File: src/rtl/fcw_pkg.sv
`timescale 1ns/1ps
package fcw_pkg;
    localparam int CW_W   = 16;
    localparam int PROB_W = 16;
    localparam int PROD_W = CW_W + PROB_W;

    typedef logic [CW_W-1:0]   cw_t;
    typedef logic [PROB_W-1:0] prob_t;

    typedef struct packed {
        cw_t low;
        cw_t size;
    } interval_t;

    localparam cw_t CW_FULL = {CW_W{1'b1}};

    // Scaled portion of the interval that belongs to a zero symbol
    function automatic cw_t zero_part(cw_t size, prob_t p);
        logic [PROD_W-1:0] prod;
        prod = PROD_W'(size) * PROD_W'(p);
        return prod[PROD_W-1:PROB_W];
    endfunction
endpackage

File: src/rtl/fcw_interval.sv
`timescale 1ns/1ps
module fcw_interval
    import fcw_pkg::*;
(
    input  interval_t iv_q,
    input  logic      sym_bit,
    input  prob_t     sym_prob,
    output interval_t iv_next,
    output logic      exhaust
);
    cw_t part;
    cw_t step;

    always_comb begin
        part = zero_part(iv_q.size, sym_prob);
        step = part + cw_t'(1);
        if (sym_bit) begin
            iv_next.low  = iv_q.low + step;
            iv_next.size = iv_q.size - step;
        end else begin
            iv_next.low  = iv_q.low;
            iv_next.size = part;
        end
        exhaust = (iv_next.size == '0);
    end
endmodule

File: src/rtl/fcw_slot_ctrl.sv
`timescale 1ns/1ps
module fcw_slot_ctrl #(
    parameter int ADDR_W = 12
) (
    input  logic              clk,
    input  logic              rst,
    input  logic              need_slot,
    input  logic              slot_grant,
    input  logic [ADDR_W-1:0] slot_addr,
    output logic              slot_req,
    output logic              slot_taken,
    output logic [ADDR_W-1:0] addr_q
);
    assign slot_req   = need_slot;
    assign slot_taken = need_slot & slot_grant;

    always_ff @(posedge clk) begin
        if (rst) begin
            addr_q <= '0;
        end else if (slot_taken) begin
            addr_q <= slot_addr;
        end
    end
endmodule

File: src/rtl/fcw_emit.sv
`timescale 1ns/1ps
module fcw_emit
    import fcw_pkg::*;
#(
    parameter int ADDR_W = 12
) (
    input  logic              clk,
    input  logic              rst,
    input  logic              fire,
    input  logic [ADDR_W-1:0] addr,
    input  cw_t               data,
    output logic              cw_valid,
    output logic [ADDR_W-1:0] cw_addr,
    output cw_t               cw_data
);
    always_ff @(posedge clk) begin
        if (rst) begin
            cw_valid <= 1'b0;
            cw_addr  <= '0;
            cw_data  <= '0;
        end else begin
            cw_valid <= fire;
            if (fire) begin
                cw_addr <= addr;
                cw_data <= data;
            end
        end
    end
endmodule

File: src/rtl/fcw_arith_coder.sv
`timescale 1ns/1ps
module fcw_arith_coder
    import fcw_pkg::*;
#(
    parameter int ADDR_W = 12
) (
    input  logic              clk,
    input  logic              rst,
    input  logic              sym_valid,
    input  logic              sym_bit,
    input  logic [PROB_W-1:0] sym_prob,
    output logic              sym_ready,
    input  logic              flush,
    output logic              slot_req,
    input  logic              slot_grant,
    input  logic [ADDR_W-1:0] slot_addr,
    output logic              cw_valid,
    output logic [ADDR_W-1:0] cw_addr,
    output logic [CW_W-1:0]   cw_data
);
    interval_t         iv_q;
    interval_t         iv_nx;
    logic              exhaust;
    logic              cw_open;
    logic              accept;
    logic              slot_taken;
    logic              flush_fire;
    logic              fire;
    cw_t               out_data;
    logic [ADDR_W-1:0] addr_q;

    assign cw_open    = (iv_q.size != '0);
    assign sym_ready  = cw_open;
    assign accept     = sym_valid & cw_open;
    assign flush_fire = flush & cw_open & ~accept;

    fcw_slot_ctrl #(.ADDR_W(ADDR_W)) u_slot (
        .clk        (clk),
        .rst        (rst),
        .need_slot  (sym_valid & ~cw_open),
        .slot_grant (slot_grant),
        .slot_addr  (slot_addr),
        .slot_req   (slot_req),
        .slot_taken (slot_taken),
        .addr_q     (addr_q)
    );

    fcw_interval u_iv (
        .iv_q     (iv_q),
        .sym_bit  (sym_bit),
        .sym_prob (sym_prob),
        .iv_next  (iv_nx),
        .exhaust  (exhaust)
    );

    always_ff @(posedge clk) begin
        if (rst) begin
            iv_q <= '0;
        end else if (accept) begin
            iv_q <= iv_nx;
        end else if (slot_taken) begin
            iv_q.low  <= '0;
            iv_q.size <= CW_FULL;
        end else if (flush_fire) begin
            iv_q.size <= '0;
        end
    end

    assign fire     = (accept & exhaust) | flush_fire;
    assign out_data = accept ? iv_nx.low : iv_q.low;

    fcw_emit #(.ADDR_W(ADDR_W)) u_emit (
        .clk      (clk),
        .rst      (rst),
        .fire     (fire),
        .addr     (addr_q),
        .data     (out_data),
        .cw_valid (cw_valid),
        .cw_addr  (cw_addr),
        .cw_data  (cw_data)
    );
endmodule

File: config.mk
export PLATFORM = sky130hd
export DESIGN_NAME = fcw_arith_coder
export DESIGN_NICKNAME = d
export VERILOG_FILES = /design/src/rtl/fcw_pkg.sv /design/src/rtl/fcw_interval.sv /design/src/rtl/fcw_slot_ctrl.sv /design/src/rtl/fcw_emit.sv /design/src/rtl/fcw_arith_coder.sv
export SDC_FILE = /design/constraint.sdc
export NUM_CORES = 1
export LEC_CHECK = 0
export BUFFER_PORTS_ARGS = -buffer_cell sky130_fd_sc_hd__buf_2
export CAP_MARGIN = 10
export CELL_PAD_IN_SITES_DETAIL_PLACEMENT = 1
export CELL_PAD_IN_SITES_GLOBAL_PLACEMENT = 2
export CORE_AREA = 3 3 188 190
export CTS_CLUSTER_SIZE = 14
export DETAILED_ROUTE_END_ITERATION = 10
export DIE_AREA = 0 0 191 193
export GPL_TIMING_DRIVEN = 0
export PLACE_DENSITY = 0.83
export SLEW_MARGIN = 20
export SYNTH_ARGS = -nofsm -noshare
export SYNTH_HDL_FRONTEND = slang
export SYNTH_SLANG_ARGS = --single-unit
File: constraint.sdc
create_clock -name clk -period 11.9 [get_ports clk]
set_input_delay 1.19 -clock clk [delete_from_list [all_inputs] [get_ports clk]]
set_output_delay 1.19 -clock clk [all_outputs]
set_load 0.01 [all_outputs]
==> impl_results.md <==
- Status: complete, no violations
- GRT Residual Overflow: 0
- Worst setup EP type: flop
- Synth Cell Area: ~13,000 sq um
- Total GRT Usage: 24.4%
- RR Endpoint: u_emit.cw_data[3]
- Fin crit share: 95.9%
- Total Wirelength: 43.2 mm
- Yosys cell types: 77
- Vias: about 11,000
- Synth area leaders: fa_1, ha_1, dfxtp_1, inv_1, nand2_1
- Synth Instances: between 1,500 and 2,000
- Global-route wire length before repair: roughly 70 mm
- Total core area: around 34,000 sq um
- # DRC: 0
- Ys async rst share: 0%
- CP Max Fanout: 10
- Reg2reg start: iv_q[7]
- List of most frequent post-synthesis cells: inv_1, nand2_1, fa_1, ha_1, and2_1
- Initial antenna violation count: 1
- Min-delay src: u_slot.addr_q[8]
- Clock root buffer: clkbuf_16
- Num rows: 67
- Crit-path slowest cell: fa_1
- Max Cap Viol: 0
- Die H: just under 200 um
- Reg2Reg Depth: 40
- CP startpoint kind: primary input
- Vias per cell: 5.37
- DP HPWL: between 30 and 40 mm
- Final worst slack: 0.487 ns
- Die area: 36,900 sq um
- Setup Fix Bufs, Post-CTS: 0
- Clock Path Buffers: 2
- GP Congestion: between 0.8 and 0.9
- Slew headroom: roughly 45%
- Post-synthesis sequential area ratio: a little over a tenth
- Post-CTS Resized: 0
- Initial Util: 40.0%
- Main synth FF type: dfxtp_1
- Number of global-route vias before repair: ~13,000
- Number of diodes: 0
- CTS tree: yes
- CTS Hold Buffers Added: 0
- Hold Vio Cnt, Final: 0
- CTS sink cnt: 73
- Count of input and output buffers: 62
- Hold crit path type: reg2reg
- Yosys warns: 0
- Clk pin slew, worst setup/hold paths: approximately 0.060 ns
- WP data arrival: roughly 12 ns
- Largest area contributor in the netlist: fa_1
- Final Skew: a little under 0.007 ns
- Area grow syn2layout: 9.20%
- CP max stage delay: around 0.52 ns
- #FFs+latches synth: 73
- Final number of setup-violating endpoints: 0
- Cell with the most instances after synthesis: inv_1
- Hold Path End: u_slot.addr_q[8]
- Die Wd: about 190 um
- Syn Nets: roughly 2,000
- Most used cell, CP: fa_1
- Flop-to-flop setup slack: 0.55 ns
- Critical path required time: about 12 ns
- Hold-critical path depth: 2
- Nets: 2,045
- Drt initial violations: about 580
- Post-synth EDFFs: 0
- Slew Limit Fails: 0
- H-tree Lvls: 3
- Syn Area/Cell: approximately 8.3 sq um
- Crit Path Class: in2reg
- Share of layout cells above drive strength 1: between 7 and 8%
- Post-synth top area share: between 20 and 30%
- Ports: 65
- Placement Setup Slack: -0.0769 ns
- Fin crit period: around 11 ns
- Post-route ant nets: 0
- Clk_lat worst skew: approximately 0.35 ns
- Pin count of the biggest net entering global routing: 13
- Tightest Pin Transition: 0.822 ns
- DRT Pass-1 Iters: 5
- Fmax: between 80 and 90 MHz
- Wirelength per Cell: between 20 and 25 um
- Num CTS Buffers: 9
cell families (layout without fill, tap and decap cells):
logic type,Yosys count,after routing,synth area share (%)
AOI/OAI and AO/OA,246,246,12.2
buffers and inverters,327,403,9.35
and+or+nand+nor,559,559,20.6
muxes,34,34,2.62
xor gates and xnor gates,46,46,3.10
adders and majority gates,327,327,41.3
DFF,73,73,10.9
registers in the layout (all words and copies together) (netlist names):
register,cells
u_emit.cw_addr,12
iv_q,32
u_slot.addr_q,12
u_emit.cw_data,16
u_emit.cw_valid,1
placed cells by master, fill, tap and decap left out, types with 17 or more instances in the layout:
cell type / netlist / final
inv_1: 251 / 251
nand2_1: 205 / 205
fa_1: 195 / 195
ha_1: 132 / 132
and2_1: 119 / 119
nor2_1: 92 / 92
a21oi_1: 78 / 78
dfxtp_1: 73 / 73
buf_2: 1 / 63
clkbuf_1: 66 / 51
nand2b_1: 35 / 35
o21ai_0: 34 / 34
xnor2_1: 28 / 27
mux2i_1: 24 / 24
nor3_1: 19 / 19
a211oi_1: 18 / 18
nand3_1: 17 / 17
worst max-delay path, delay by kind of cell:
kind	cells	cell delay [ns]
xor gates and xnor gates	1	0.37
muxes	1	0.33
and+or+nand+nor	10	2.73
adders and majority gates	8	3.42
AOI/OAI and AO/OA	8	2.25
buffers and inverters	9	1.33
final cells by class:
cell class | instances | area (sq um)
clock inverters | 5 | 80.1
multi-input cells | 1212 | 10800
inverters | 252 | 946
clock buffers | 10 | 239
repair buffers | 62 | 310
flip-flops and latches | 73 | 1460
fillers | 4101 | 18900
well taps | 448 | 561
plain buffers | 74 | 325
through the flow:
stage | TNS, ns | cells | util, % | instance area (sq um) | hold WS, ns
floorplan | 0 | 1612 | - | 13500 | 0.437
global placement | -0.125 | 2122 | 42.6 | 14300 | 0.444
detailed placement | -0.893 | 2122 | 42.6 | 14300 | 0.450
CTS | 0 | 2137 | 43.6 | 14600 | 0.458
global route | -0.553 | 2136 | 43.7 | 14700 | 0.488
finish | 0 | 2136 | 43.7 | 14700 | 0.459
per-layer routing:
layer | share of wire (%) | wire length [um] | global-route usage (%) | up-vias
li1 | - | - | - | 5339
met1 | 44 | 18900 | 31.6 | 5826
met2 | 50 | 21500 | 43.0 | 236
met3 | 3.8 | 1640 | 2.66 | 66
met4 | 2.7 | 1160 | 7.45 | 0
met5 | 0 | 0 | 0 | -
how the worst max path moves through the flow:
| stage | start | end | cells after the start |
|---|---|---|---|
| after floorplan | sym_prob[7] | u_emit.cw_data[11] | 37 |
| after global placement | sym_prob[2] | u_emit.cw_data[11] | 39 |
| after detailed placement | sym_prob[8] | u_emit.cw_data[3] | 40 |
| after CTS | iv_q[8] | u_emit.cw_data[3] | 38 |
| after global routing | sym_prob[8] | u_emit.cw_addr[8] | 41 |
| final | sym_prob[6] | u_emit.cw_data[3] | 37 |
Power is not shown: default switching activity piles up to over one toggle a cycle in this logic, so the estimate is an artifact.
